**config.mk**
```make
export PLATFORM = sky130hd
export DESIGN_NAME = wp_unlock_guard
export DESIGN_NICKNAME = d
export VERILOG_FILES = /design/src/rtl/wp_guard_pkg.sv /design/src/rtl/wp_guard_datapath.sv /design/src/rtl/wp_guard_control.sv /design/src/rtl/wp_unlock_guard.sv
export SDC_FILE = /design/constraint.sdc
export NUM_CORES = 1
export LEC_CHECK = 0
export ABC_AREA = 1
export BUFFER_PORTS_ARGS = -buffer_cell sky130_fd_sc_hd__buf_2
export CAP_MARGIN = 30
export CELL_PAD_IN_SITES_DETAIL_PLACEMENT = 1
export CELL_PAD_IN_SITES_GLOBAL_PLACEMENT = 1
export CORE_ASPECT_RATIO = 0.7
export CORE_UTILIZATION = 40
export CTS_CLUSTER_SIZE = 28
export DETAILED_ROUTE_END_ITERATION = 10
export PLACE_DENSITY = 0.95
export SYNTH_ARGS = -nofsm -noshare
export SYNTH_HDL_FRONTEND = slang
export SYNTH_SLANG_ARGS = --single-unit
```
**constraint.sdc**
```tcl
create_clock -name clk -period 4.45 [get_ports clk]
set_input_delay 0.2225 -clock clk [delete_from_list [all_inputs] [get_ports clk]]
set_output_delay 0.2225 -clock clk [all_outputs]
set_load 0.1 [all_outputs]
```
**src/rtl/wp_guard_pkg.sv**
```systemverilog
package wp_guard_pkg;

  // Which of the fixed pattern bytes the current strobe carries
  typedef struct packed {
    logic lead;     // AA at first command address
    logic second;   // 55 at second command address
    logic arm;      // A0 at first command address
    logic extend;   // 80 at first command address
    logic disarm;   // 20 at first command address
  } patHit_t;

  // Strobes from control to datapath
  typedef struct packed {
    logic openWin;
    logic setProt;
    logic clrProt;
  } dpCtrl_t;

  typedef enum logic [2:0] {
    ST_IDLE,
    ST_GOT1,
    ST_GOT2,
    ST_DIS3,
    ST_DIS4,
    ST_DIS5
  } step_t;

endpackage

```
**src/rtl/wp_guard_datapath.sv**
```systemverilog
module wp_guard_datapath
  import wp_guard_pkg::*;
#(
  parameter int ADDR_W = 15,
  parameter int DATA_W = 8,
  parameter int LOAD_WINDOW = 32,
  parameter logic [ADDR_W-1:0] ADDR_A = 15'h5555,
  parameter logic [ADDR_W-1:0] ADDR_B = 15'h2AAA,
  parameter logic [DATA_W-1:0] CODE_LEAD = 8'hAA,
  parameter logic [DATA_W-1:0] CODE_SECOND = 8'h55,
  parameter logic [DATA_W-1:0] CODE_ARM = 8'hA0,
  parameter logic [DATA_W-1:0] CODE_EXTEND = 8'h80,
  parameter logic [DATA_W-1:0] CODE_DISARM = 8'h20
) (
  input  logic              clk,
  input  logic              rstN,
  input  logic [ADDR_W-1:0] wrAddr,
  input  logic [DATA_W-1:0] wrData,
  input  dpCtrl_t           ctrl,
  output patHit_t           hits,
  output logic              winExpire,
  output logic              protectOn
);

  localparam int NPAT = 5;
  localparam int WIN_W = $clog2(LOAD_WINDOW + 1);
  localparam logic [WIN_W-1:0] WIN_LOAD = WIN_W'(LOAD_WINDOW);
  localparam logic [ADDR_W-1:0] PAT_ADDR [NPAT] = '{ADDR_A, ADDR_B, ADDR_A, ADDR_A, ADDR_A};
  localparam logic [DATA_W-1:0] PAT_DATA [NPAT] =
    '{CODE_LEAD, CODE_SECOND, CODE_ARM, CODE_EXTEND, CODE_DISARM};

  logic [NPAT-1:0] hitVec;
  logic [WIN_W-1:0] winCnt;
  logic protQ;

  for (genvar i = 0; i < NPAT; i++) begin : g_pat
    assign hitVec[i] = (wrAddr == PAT_ADDR[i]) && (wrData == PAT_DATA[i]);
  end

  assign hits = '{lead: hitVec[0], second: hitVec[1], arm: hitVec[2],
                  extend: hitVec[3], disarm: hitVec[4]};

  // Load-window countdown, reloaded by every strobe
  always_ff @(posedge clk or negedge rstN) begin
    if (!rstN) begin
      winCnt <= '0;
    end else if (ctrl.openWin) begin
      winCnt <= WIN_LOAD;
    end else if (winCnt != '0) begin
      winCnt <= winCnt - 1'b1;
    end
  end

  assign winExpire = (winCnt == WIN_W'(1)) && !ctrl.openWin;

  // Persistent protect flag
  always_ff @(posedge clk or negedge rstN) begin
    if (!rstN) begin
      protQ <= 1'b0;
    end else if (ctrl.setProt) begin
      protQ <= 1'b1;
    end else if (ctrl.clrProt) begin
      protQ <= 1'b0;
    end
  end

  assign protectOn = protQ;

  AST_WINDOW_RELOAD: assert property (@(posedge clk) disable iff (!rstN)
    ctrl.openWin |=> winCnt == WIN_LOAD) else $error("window not reloaded");

  AST_WINDOW_EMPTIES: assert property (@(posedge clk) disable iff (!rstN)
    winExpire |=> winCnt == '0) else $error("window not closed");

endmodule

```
**src/rtl/wp_guard_control.sv**
```systemverilog
module wp_guard_control
  import wp_guard_pkg::*;
(
  input  logic    clk,
  input  logic    rstN,
  input  logic    wrStb,
  input  patHit_t hits,
  input  logic    winExpire,
  input  logic    protectOn,
  input  logic    cycleDone,
  output dpCtrl_t ctrl,
  output logic    wrPermit,
  output logic    dummyStart
);

  step_t step, nextStep;
  logic authQ, pendSet, pendClr, pendArmed, loadedQ, dummyQ;
  logic isCmd, armMatch, disMatch, dataByte, denied;

  always_comb begin
    nextStep = step;
    isCmd    = 1'b0;
    armMatch = 1'b0;
    disMatch = 1'b0;
    if (wrStb && !authQ) begin
      unique case (step)
        ST_IDLE: if (hits.lead) begin isCmd = 1'b1; nextStep = ST_GOT1; end
        ST_GOT1: if (hits.second) begin isCmd = 1'b1; nextStep = ST_GOT2; end
        ST_GOT2: begin
          if (hits.arm) begin
            isCmd = 1'b1; armMatch = 1'b1; nextStep = ST_IDLE;
          end else if (hits.extend) begin
            isCmd = 1'b1; nextStep = ST_DIS3;
          end
        end
        ST_DIS3: if (hits.lead) begin isCmd = 1'b1; nextStep = ST_DIS4; end
        ST_DIS4: if (hits.second) begin isCmd = 1'b1; nextStep = ST_DIS5; end
        ST_DIS5: begin
          if (hits.disarm) begin
            isCmd = 1'b1; disMatch = 1'b1; nextStep = ST_IDLE;
          end
        end
        default: nextStep = ST_IDLE;
      endcase
      if (!isCmd) begin
        if (hits.lead) begin
          isCmd = 1'b1;
          nextStep = ST_GOT1;
        end else begin
          nextStep = ST_IDLE;
        end
      end
    end
  end

  assign dataByte   = wrStb && !isCmd;
  assign wrPermit   = dataByte && (authQ || !protectOn);
  assign denied     = dataByte && !wrPermit;
  assign dummyStart = (denied && !dummyQ) ||
                      (winExpire && (pendSet || pendClr) && !pendArmed && !loadedQ);

  assign ctrl.openWin = wrStb;
  assign ctrl.setProt = cycleDone && pendArmed && pendSet;
  assign ctrl.clrProt = cycleDone && pendArmed && pendClr;

  always_ff @(posedge clk or negedge rstN) begin
    if (!rstN) begin
      step      <= ST_IDLE;
      authQ     <= 1'b0;
      pendSet   <= 1'b0;
      pendClr   <= 1'b0;
      pendArmed <= 1'b0;
      loadedQ   <= 1'b0;
      dummyQ    <= 1'b0;
    end else begin
      if (winExpire) begin
        step    <= ST_IDLE;
        authQ   <= 1'b0;
        loadedQ <= 1'b0;
        dummyQ  <= 1'b0;
        if (pendSet || pendClr) pendArmed <= 1'b1;
      end else if (wrStb) begin
        step <= nextStep;
        if (armMatch) begin
          authQ <= 1'b1; pendSet <= 1'b1; pendClr <= 1'b0; pendArmed <= 1'b0;
        end
        if (disMatch) begin
          authQ <= 1'b1; pendClr <= 1'b1; pendSet <= 1'b0; pendArmed <= 1'b0;
        end
        if (wrPermit) loadedQ <= 1'b1;
        if (denied) dummyQ <= 1'b1;
      end
      if (cycleDone && pendArmed) begin
        pendSet   <= 1'b0;
        pendClr   <= 1'b0;
        pendArmed <= 1'b0;
      end
    end
  end

  AST_PERMIT_HAS_STROBE: assert property (@(posedge clk) disable iff (!rstN)
    wrPermit |-> wrStb) else $error("permit without strobe");

  AST_CMD_NEVER_STORED: assert property (@(posedge clk) disable iff (!rstN)
    (wrStb && hits.lead && !authQ) |-> !wrPermit) else $error("command byte stored");

  AST_PROTECT_ON_DONE: assert property (@(posedge clk) disable iff (!rstN)
    (protectOn != $past(protectOn)) |-> $past(cycleDone)) else $error("protect moved");

  AST_DUMMY_WHEN_LOCKED: assert property (@(posedge clk) disable iff (!rstN)
    (dummyStart && wrStb) |-> protectOn) else $error("dummy while open");

  AST_ONE_DUMMY: assert property (@(posedge clk) disable iff (!rstN)
    (dummyQ && !winExpire) |-> !dummyStart) else $error("second dummy");

endmodule

```
**src/rtl/wp_unlock_guard.sv**
```systemverilog
module wp_unlock_guard
  import wp_guard_pkg::*;
#(
  parameter int ADDR_W = 15,
  parameter int DATA_W = 8,
  parameter int LOAD_WINDOW = 32
) (
  input  logic              clk,
  input  logic              rstN,
  input  logic              wrStb,
  input  logic [ADDR_W-1:0] wrAddr,
  input  logic [DATA_W-1:0] wrData,
  input  logic              cycleDone,
  output logic              wrPermit,
  output logic              protectOn,
  output logic              dummyStart
);

  dpCtrl_t ctrl;
  patHit_t hits;
  logic winExpire;

  wp_guard_datapath #(
    .ADDR_W(ADDR_W),
    .DATA_W(DATA_W),
    .LOAD_WINDOW(LOAD_WINDOW)
  ) u_dp (
    .clk(clk),
    .rstN(rstN),
    .wrAddr(wrAddr),
    .wrData(wrData),
    .ctrl(ctrl),
    .hits(hits),
    .winExpire(winExpire),
    .protectOn(protectOn)
  );

  wp_guard_control u_ctl (
    .clk(clk),
    .rstN(rstN),
    .wrStb(wrStb),
    .hits(hits),
    .winExpire(winExpire),
    .protectOn(protectOn),
    .cycleDone(cycleDone),
    .ctrl(ctrl),
    .wrPermit(wrPermit),
    .dummyStart(dummyStart)
  );

endmodule

```
==> metrics.md, run 1 <==
| Metric | Value |
|---|---|
| Result of the run | `completed` |
| Fmax | `0.453 GHz` |
| VDD IR max | `278 uV` |
| Final Max Tran Viols | `0` |
| Vias per Instance | `5.15` |
| FF+latch count, synth | `16` |
| Crit Path Max Fanout | `5` |
| Post-synth EDFFs | `0` |
| Power per Cell Area | `400 mW/mm2` |
| Net Count, Synth | `222` |
| Hold slack | `0.274 ns` |
| Worst-skew pair later-pin latency | `between 0.2 and 0.3 ns` |
| Post-route insts no fill | `262` |
| Dpl cell area | `0.00147 mm2` |
| Die area | `0.00344 mm2` |
| Leading area contributor after synthesis | `dfrtp_1` |
| Synth cell count leaders | `nand2_1 (41), inv_1 (34), nor2_1 (30)` |
| DRC Markers | `0` |
| DR iter-0 viols | `62` |
| Worst path slowest cell | `buf_2` |
| Area contributors post-synth | `dfrtp_1 (31%), nand2_1 (12%), inv_1 (10%)` |
| CP arrival | `1.99 ns` |
| Tmin final | `2.21 ns` |
| Ant diodes | `0` |
| Hpwl dp | `between 3000 and 4000 um` |
| Gate Count Post-Synth | `a little under 200` |
| Vias in the first global route | `between 1000 and 1500` |
| Internal power | `between 0.3 and 0.4 mW` |
| Worst path required time | `around 4.2 ns` |
| Worst path depth | `11` |
| WHS Path Cells | `3` |
| Post-Place Cells | `258` |
| Gr usage total | `24.5%` |
| Startpoint Class | `register` |
| CORE AREA | `0.00292 mm2` |
| Final setup fails | `0` |
| Die Width | `69.6 um` |
| Yosys top cell area share | `~31%` |
| Switching share of power | `46.6%` |
| Postcts setup bufs | `0` |
| Largest delay share family, worst path | `simple AND/OR/NAND/NOR gates` |
| Seq pwr share | `between 30% and 40%` |
| Psw | `0.284 mW` |
| Yosys warns | `0` |
| Cell Area, Synth | `0.00128 mm2` |
| Overall Power | `approximately 0.6 mW` |
| Endpoints failing hold | `0` |
| Worst-margin pin slew | `approximately 0.48 ns` |
| Drt pass-1 iters | `4` |
| Most frequent cell after synthesis | `nand2_1` |
| Leak pwr | `between 0.8 and 0.9 nW` |
| TritonCTS clock tree | `yes` |
| Crit. End Element | `primary output` |
| Buf/Inv on CP | `2` |
| Tcrit/Tclk final | `49.6%` |
| RSZ-0062 raised after global routing | `no` |
| Mean Syn Cell Area | `6.64 um2` |
| Routed WL per cell | `approximately 14 um` |
| Num CTS Buffers | `3` |
| Clk sinks | `16` |
| Synth cell types | `26` |
| Layout cells sized above 1 | `a little over a quarter` |
| Layout Nets | `roughly 260` |
| Rel. slew slack | `between 60% and 70%` |
| Skew final | `0.00546 ns` |
| Post-route cell area | `0.00152 mm2` |
| Post-route ant nets | `0` |
| Floorplan row count | `16` |
| Clock power frac | `17.9%` |
| Routed vias | `1350` |
| Clock tree buffer depth | `2` |
| Crit path cell chain | `inv_2, nand3_2, o21ai_1, nand3_2, nand2_2, nor2_4, nand3_2, nand2_2, nand3_2, o21ai_2, buf_2` |
| Final GP Congestion | `0.809` |
| Port bufs | `29` |
| Number of antenna violations at the first check in global routing | `0` |
| First-pass GRT wire length | `between 6000 and 7000 um` |
| Cts hold-fix bufs | `1` |
| Setup_tns | `0 ns` |
| Combinational share of power | `44.7%` |
| Area Overhead vs Synth | `18.8%` |
| Main synth FF type | `dfrtp_1` |
| Async SR Flop Fraction | `100%` |
| Total congestion overflow | `0` |
| Detailed-route wire length | `between 3000 and 4000 um` |
| Worst path max stage delay | `0.44 ns` |
| Largest net degree at the start of global routing | `17` |
| CTS clk-pin slew, worst paths | `0.06 ns` |
| PostCTS Resize Cnt | `0` |
| I/O pins | `30` |
| Most used cell, CP | `nand3_2` |
| CTS Root Cell | `clkbuf_8` |
| Path depth of the worst reg2reg path | `10` |
| Hold crit path type | `input port to register` |
| Initial core utilization | `43.8%` |
| Maxcap violations | `0` |
| Clock H-tree levels | `1` |
| Critical path class | `register to primary output` |
| Sequential-to-total area share from yosys stat | `31.3%` |
| Die H | `49.4 um` |
power groups by stage:
stage	sequential (mW)	clock (mW)	combinational, mW
after floorplan	0.249	0	0.164
after detailed placement	0.226	0	0.259
after global placement	0.223	0	0.247
after global routing	0.234	0.119	0.301
after CTS	0.227	0.112	0.269
final	0.228	0.109	0.272
worst register-to-register path, delay by kind of cell (launching register included):
kind	cells	cell delay, ns
buf+inv	3	0.23
flops	1	0.41
simple gates	5	0.77
fa+ha+maj	1	0.15
compound gates	1	0.16
layer usage:
| layer | wire [um] | track usage [%] |
|---|---|---|
| met5 | 0 | 0 |
| met4 | 57 | 4.33 |
| met3 | 108 | 5.79 |
| met2 | 1760 | 41.4 |
| met1 | 1830 | 32.6 |
layout by cell type, fill, tap and decap left out:
master         count
a21oi_1            2
dlygate4sd3_1      1
buf_2             29
o21ai_1            3
o21ai_0            9
inv_2              4
nor3_1             3
nand2_2            5
a31oi_1            1
o211ai_1           1
a21oi_2            2
nand4_4            1
clkbuf_8           3
or2_1              1
o21ai_2            1
nor2_4             2
nand3_1           12
xor2_1             2
ha_1               2
nand4_1            7
nor2_2             4
inv_1             34
nor2_1            30
a22oi_1            1
nor3_2             1
o22ai_1            1
nand3_2            7
nand2_1           41
dfrtp_1           16
worst paths after layout:
path                                startpoint             end  slack, ns
worst max-delay path             u_ctl.step[2]      dummyStart       2.24
min in group asynchronous                 rstN  u_dp.protectOn       0.43
worst min-delay path                     wrStb   u_ctl.loadedQ       0.27
worst min register to register  u_dp.protectOn  u_dp.protectOn       0.53
max in group asynchronous                 rstN  u_dp.winCnt[2]       3.74
worst max register to register  u_dp.winCnt[0]  u_dp.winCnt[2]       2.62
kinds of logic after synthesis:
| logic type | count (synthesis) | share of synthesized area, % |
|---|---|---|
| buffers and inverters | 38 | 11.1 |
| XOR/XNOR | 2 | 1.37 |
| adder cells (fa/ha/maj) | 2 | 1.95 |
| AND/OR/NAND/NOR | 114 | 44.6 |
| flip-flops | 16 | 31.2 |
| AO/OA/AOI/OAI | 21 | 9.67 |
state kept, by name (all words and copies together) (netlist names):
| signal | flops |
|---|---|
| u_ctl.loadedQ | 1 |
| u_ctl.pendClr | 1 |
| u_ctl.pendArmed | 1 |
| u_dp.protectOn | 1 |
| u_ctl.pendSet | 1 |
| u_ctl.dummyQ | 1 |
| u_dp.winCnt | 6 |
| u_ctl.authQ | 1 |
| u_ctl.step | 3 |
cell type report:
type	count	area, um2
clock buffer	3	41.3
fill	408	1400
inverter	38	143
multi-input combinational	139	738
sequential	16	400
tap	36	45.0
timing repair buffer	30	155
stage by stage:
stage	utilization, %	worst slack, ns
2_1_floorplan	-	2.15
3_5_place_dp	50.3	2.48
4_1_cts	52.1	2.24
6_report	52.1	2.24
5_1_grt	52.1	2.13
3_3_place_gp	50.3	2.58
Note: power is estimated with default switching activity, not from simulation.
==> inputs of run 2 (changes only) <==
--- a/config.mk
+++ b/config.mk
@@ -11,10 +11,10 @@
 export CELL_PAD_IN_SITES_DETAIL_PLACEMENT = 1
 export CELL_PAD_IN_SITES_GLOBAL_PLACEMENT = 1
 export CORE_ASPECT_RATIO = 0.7
-export CORE_UTILIZATION = 40
+export CORE_UTILIZATION = 37
 export CTS_CLUSTER_SIZE = 28
 export DETAILED_ROUTE_END_ITERATION = 10
-export PLACE_DENSITY = 0.95
+export PLACE_DENSITY = 0.9
 export SYNTH_ARGS = -nofsm -noshare
 export SYNTH_HDL_FRONTEND = slang
 export SYNTH_SLANG_ARGS = --single-unit
==> constraint.sdc (replaced) <==
create_clock -name clk -period 2.31 [get_ports clk]
set_input_delay 0.1155 -clock clk [delete_from_list [all_inputs] [get_ports clk]]
set_output_delay 0.1155 -clock clk [all_outputs]
set_load 0.1 [all_outputs]
==> run 2 against run 1 <==
Against the previous run: non-clock buffer count unchanged; cell count up 4.2%; utilization down 4.6 points; sequential power up 91%; global-route usage down 3.8 points; power up 88%; design area up 0.90%; sequential share of layout area down 0.24 points; wire length down 9.4%; clock skew up 0.0015 ns; clock power up 91%; via count down 3.3%; highest routed layer is now met3.
==> metrics.md, run 2 (synthesis gave the netlist of run 1 again) <==
| Metric | Value |
|---|---|
| Result of the run | `completed` |
| Endpoints failing hold | `0` |
| Worst-margin pin slew | `0.490 ns` |
| Layer with the highest usage | `met2` |
| Port bufs | `29` |
| CORE AREA | `roughly 0.0032 mm2` |
| VDD IR max | `around 440 uV` |
| Power per Cell Area | `~750 mW/mm2` |
| Maxcap violations | `0` |
| Final GP Congestion | `approximately 0.81` |
| Crit. End Element | `primary output` |
| Num CTS Buffers | `3` |
| Crit path cell chain | `inv_2, nand3_2, o21ai_1, nand3_2, nand2_2, nor2_4, nand3_2, nand2_2, nand3_2, o21ai_2, buf_2` |
| Dpl cell area | `~0.0015 mm2` |
| Layout Nets | `257` |
| Final Max Tran Viols | `0` |
| Area Overhead vs Synth | `19.9%` |
| Biggest regs | `u_dp.winCnt: 6 flops, u_ctl.step: 3 flops` |
| Drt pass-1 iters | `4` |
| Most frequent cells in the layout | `nand2_1 (41), inv_1 (34), nor2_1 (30), buf_2 (29), dfrtp_1 (16)` |
| CTS Root Cell | `clkbuf_8` |
| CP arrival | `1.96 ns` |
| Gr usage total | `20.7%` |
| Worst path slowest cell | `buf_2` |
| Detailed-route wire length | `around 3400 um` |
| RSZ-0062 raised after global routing | `no` |
| Initial core utilization | `between 30% and 40%` |
| Worst-skew pair later-pin latency | `0.25 ns` |
| Largest register FFs | `6` |
| Critical path class | `register to primary output` |
| Die Width | `72.3 um` |
| Reg2reg end | `u_dp.winCnt[2]` |
| Clock H-tree levels | `1` |
| Worst path max stage delay | `roughly 0.43 ns` |
| Fmax | `0.483 GHz` |
| I/O pins | `30` |
| Crit Path Max Fanout | `5` |
| Number of antenna violations at the first check in global routing | `0` |
| Most common cell after layout, fill and taps aside | `nand2_1` |
| Clk sinks | `16` |
| Post-route ant nets | `0` |
| Routed vias | `about 1300` |
| GR Util met3 | `4.14%` |
| Worst path required time | `about 2.2 ns` |
| DR iter-0 viols | `86` |
| Hold crit path type | `input port to register` |
| DRC Markers | `0` |
| Die area | `0.00371 mm2` |
| Reg2reg setup slack | `0.52 ns` |
| Final setup fails | `0` |
| CP endpoint | `dummyStart` |
| Routed WL per cell | `12.5 um` |
| Setup_tns | `0 ns` |
| Path depth of the worst reg2reg path | `10` |
| Tmin final | `2.07 ns` |
| Floorplan row count | `17` |
| Most used cell, CP | `nand3_2` |
| Post-route cell area | `roughly 0.0015 mm2` |
| TritonCTS clock tree | `yes` |
| Vias in the first global route | `1299` |
| Tcrit/Tclk final | `89.6%` |
| Die H | `51.2 um` |
| First-pass GRT wire length | `5910 um` |
| Filler Cell Count | `449` |
| Layout cells sized above 1 | `a little over a quarter` |
| Vias per Instance | `roughly 4.8` |
| Met1 usage | `29.0%` |
| GRT met2 Usage | `34.3%` |
| Total congestion overflow | `0` |
| Skew final | `0.00691 ns` |
| Biggest register | `u_dp.winCnt` |
| Startpoint Class | `register` |
| CTS clk-pin slew, worst paths | `0.07 ns` |
| Crit Reg-Reg Startpoint | `u_dp.winCnt[0]` |
| Reg area | `between 400 and 500 um2` |
| Largest net degree at the start of global routing | `17` |
| Hpwl dp | `2980 um` |
| Ant diodes | `0` |
| CP Launch Point | `u_ctl.step[2]` |
| Multi-input gate area | `738 um2` |
| Leak pwr | `0.800 nW` |
| Clock tree buffer depth | `2` |
| Rel. slew slack | `67.5%` |
## run 2: per-stage QoR
stage	setup slack, ns	utilization, %	hold slack [ns]	std cells	power, mW
after CTS	0.236	47.5	0.169	273	1.16
after global routing	0.105	47.5	0.179	273	1.24
final	0.239	47.5	0.174	273	1.15
after global placement	0.519	45.9	0.0512	269	0.910
after floorplan	0.118	-	-0.180	193	0.796
after detailed placement	0.518	45.9	0.0539	269	0.945
## run 2: worst min-delay path by stage
stage                from       endpoint  slack (ns)  cells past startpoint
floorplan            rstN    u_ctl.authQ       -0.18                      0
finish              wrStb  u_ctl.loadedQ        0.17                      3
global route        wrStb  u_ctl.loadedQ        0.18                      3
global placement     rstN  u_ctl.pendClr        0.05                      1
CTS                 wrStb  u_ctl.loadedQ        0.17                      3
detailed placement   rstN  u_ctl.pendClr        0.05                      1
## run 2: worst max-delay path, delay by kind of cell (launching register included)
kind / cells / cell delay (ns)
compound gates: 2 / 0.19
buf+inv: 2 / 0.52
flops: 1 / 0.42
simple gates: 7 / 0.58
## run 2: where the power goes
part | switching (mW) | internal, mW | leakage [nW]
clock | 0.0928 | 0.116 | 0.0216
combinational | 0.358 | 0.145 | 0.579
sequential | 0.0689 | 0.366 | 0.200
## run 2: timing repair
action	4_1_cts	5_1_grt
gates resized for setup	0	0
hold buffers	1	0
buffers inserted	0	0
endpoints found under the hold margin	16	0
## run 2: area by class of cell
type	count	share of cell area [%]
timing repair buffer	30	10.1
inverter	38	9.28
clock buffer	3	2.69
multi-input combinational	139	48.0
tap	47	3.83
sequential	16	26.1
## run 2: per-layer routing
layer,share of wire [%],up-vias,wire [um]
met5,0,-,0
met4,0,0,0
met3,3.6,0,122
met2,44,21,1510
met1,52,604,1770
li1,-,680,-
==> inputs of run 3 (changes only) <==
--- a/config.mk
+++ b/config.mk
@@ -14,7 +14,10 @@
 export CORE_UTILIZATION = 37
 export CTS_CLUSTER_SIZE = 28
 export DETAILED_ROUTE_END_ITERATION = 10
+export GPL_TIMING_DRIVEN = 0
 export PLACE_DENSITY = 0.9
+export RECOVER_POWER = 25
+export SETUP_SLACK_MARGIN = 0.1
 export SYNTH_ARGS = -nofsm -noshare
 export SYNTH_HDL_FRONTEND = slang
 export SYNTH_SLANG_ARGS = --single-unit
==> run 3 against run 2 <==
Against the previous run: sequential power hardly changed; design area hardly changed; power is 0.59% lower; die area stayed put; hold slack worse by 0.0099 ns; largest power group unchanged.
==> metrics.md, run 3 (synthesis gave the netlist of run 1 again) <==
| Metric | Value |
|---|---|
| Result of the run | `completed` |
| Tmin final | `2.04 ns` |
| Most frequent cells in the layout | `nand2_1 (41), inv_1 (34), nor2_1 (30), buf_2 (27), dfrtp_1 (16)` |
| Ant diodes | `0` |
| Crit Path Max Fanout | `5` |
| Area Overhead vs Synth | `20.0%` |
| Post-route ant nets | `0` |
| Reg2reg setup slack | `roughly 0.52 ns` |
| Worst-skew pair later-pin latency | `0.25 ns` |
| CTS clk-pin slew, worst paths | `0.06 ns` |
| RSZ-0062 raised after global routing | `no` |
| Most used cell, CP | `nand3_2` |
| Vias in the first global route | `1324` |
| Hold crit path type | `input port to register` |
| DR iter-0 viols | `43` |
| Setup_tns | `0 ns` |
| Clock tree buffer depth | `2` |
| Final Max Tran Viols | `0` |
| TritonCTS clock tree | `yes` |
| Most common cell after layout, fill and taps aside | `nand2_1` |
| Power per Cell Area | `741 mW/mm2` |
| Worst path required time | `2.19 ns` |
| Gr usage total | `about a fifth` |
| Clock H-tree levels | `1` |
| CORE AREA | `0.00323 mm2` |
| Maxcap violations | `0` |
| Layout Nets | `~260` |
| Worst-margin pin slew | `0.917 ns` |
| Routed vias | `around 1300` |
| Final GP Congestion | `0.837` |
| Filler Cell Count | `446` |
| Layout cells sized above 1 | `25.7%` |
| VDD IR max | `about 450 uV` |
| Floorplan row count | `17` |
| Fmax | `0.489 GHz` |
| Path depth of the worst reg2reg path | `10` |
| Hold_sp | `wrStb` |
| Initial core utilization | `39.6%` |
| Vias per Instance | `a little under 5` |
| Endpoints failing hold | `0` |
| First-pass GRT wire length | `5990 um` |
| Final setup fails | `0` |
| Die H | `51.2 um` |
| Number of antenna violations at the first check in global routing | `0` |
| Clk sinks | `16` |
| Die area | `0.00371 mm2` |
| Worst path max stage delay | `0.42 ns` |
| Rel. slew slack | `38.9%` |
| Biggest regs | `u_dp.winCnt: 6 flops, u_ctl.step: 3 flops` |
| DP Worst Slack | `0.507 ns` |
| Crit Reg-Reg Startpoint | `u_dp.winCnt[0]` |
| Skew final | `between 0.002 and 0.003 ns` |
| Drt pass-1 iters | `4` |
| CP arrival | `1.93 ns` |
| Num CTS Buffers | `3` |
| Largest register FFs | `6` |
| Routed WL per cell | `12.5 um` |
| Port bufs | `29` |
| Detailed-route wire length | `3420 um` |
| Leak pwr | `0.797 nW` |
| Reg2reg end | `u_dp.winCnt[2]` |
| Tcrit/Tclk final | `88.4%` |
| CTS Root Cell | `clkbuf_8` |
| WHS Path Cells | `3` |
| Critical path class | `register to primary output` |
| Crit path cell chain | `inv_2, nand3_2, o21ai_1, nand3_2, nand2_2, nor2_4, nand3_2, nand2_2, nand3_2, inv_1, buf_2` |
| Worst path slowest cell | `dfrtp_1` |
| I/O pins | `30` |
| Hpwl dp | `2930 um` |
| Die Width | `a little over 70 um` |
| Largest net degree at the start of global routing | `17` |
| Hold Path End | `u_ctl.dummyQ` |
| DRC Markers | `0` |
| Total congestion overflow | `0` |
| Startpoint Class | `register` |
| Setup WS post-layout | `~0.27 ns` |
| Crit. End Element | `primary output` |
| Biggest register | `u_dp.winCnt` |
-- run 3: changes by cell type in the layout (fill, tap and decap cells not counted) --
cell | previous run | this run
clkbuf_4 | 0 | 1
clkbuf_1 | 0 | 1
buf_2 | 29 | 27
-- run 3: final cells by class --
cell class / instances / area, um2 / area share [%]
inverters: 38 / 143 / 9.28
multi-input cells: 139 / 738 / 48.0
repair buffers: 30 / 156 / 10.2
clock buffers: 3 / 41.3 / 2.69
well taps: 47 / 58.8 / 3.82
flip-flops and latches: 16 / 400 / 26.0
-- run 3: repair_timing --
item,in CTS,in global routing
endpoints found under the hold margin,16,0
hold buffers,1,0
buffers inserted,0,0
endpoints found under the setup margin,0,1
resized for setup,0,1
-- run 3: worst max-delay path, delay by kind of cell, from the launching register on --
family | cells | cell delay (ns)
and+or+nand+nor | 7 | 0.61
AOI/OAI and AO/OA | 1 | 0.08
DFF | 1 | 0.42
buffers and inverters | 3 | 0.57
-- run 3: report_power, final --
group | leakage [nW] | internal, mW | total (mW) | switching, mW
Combinational | 0.576 | 0.144 | 0.494 | 0.350
Clock | 0.0216 | 0.116 | 0.211 | 0.0956
Sequential | 0.200 | 0.366 | 0.433 | 0.0674
-- run 3: metal layers --
layer	up-vias	track usage [%]	share of wire (%)
li1	682	-	-
met4	0	3.92	0.73
met3	4	4.73	3.7
met1	606	28.8	50
met5	-	0	0
met2	21	35.2	45
-- run 3: per-stage QoR --
step	hold WS [ns]	util [%]	total power [mW]	instances	instance area, um2
floorplan	-0.180	-	0.796	193	1280
global placement	0.0539	45.9	0.906	269	1490
detailed placement	0.0578	45.9	0.931	269	1490
CTS	0.162	47.5	1.16	273	1540
global route	0.182	47.6	1.22	273	1540
finish	0.164	47.6	1.14	273	1540
-- run 3: worst max-delay path by stage --
| stage | start | end | slack, ns | depth (start not counted) |
|---|---|---|---|---|
| after floorplan | u_dp.protectOn | dummyStart | 0.12 | 4 |
| after global routing | u_ctl.step[2] | wrPermit | 0.12 | 11 |
| after global placement | u_ctl.step[2] | dummyStart | 0.53 | 11 |
| after CTS | u_ctl.step[2] | dummyStart | 0.21 | 11 |
| final | u_ctl.step[2] | wrPermit | 0.27 | 11 |
| after detailed placement | u_ctl.step[2] | dummyStart | 0.51 | 11 |
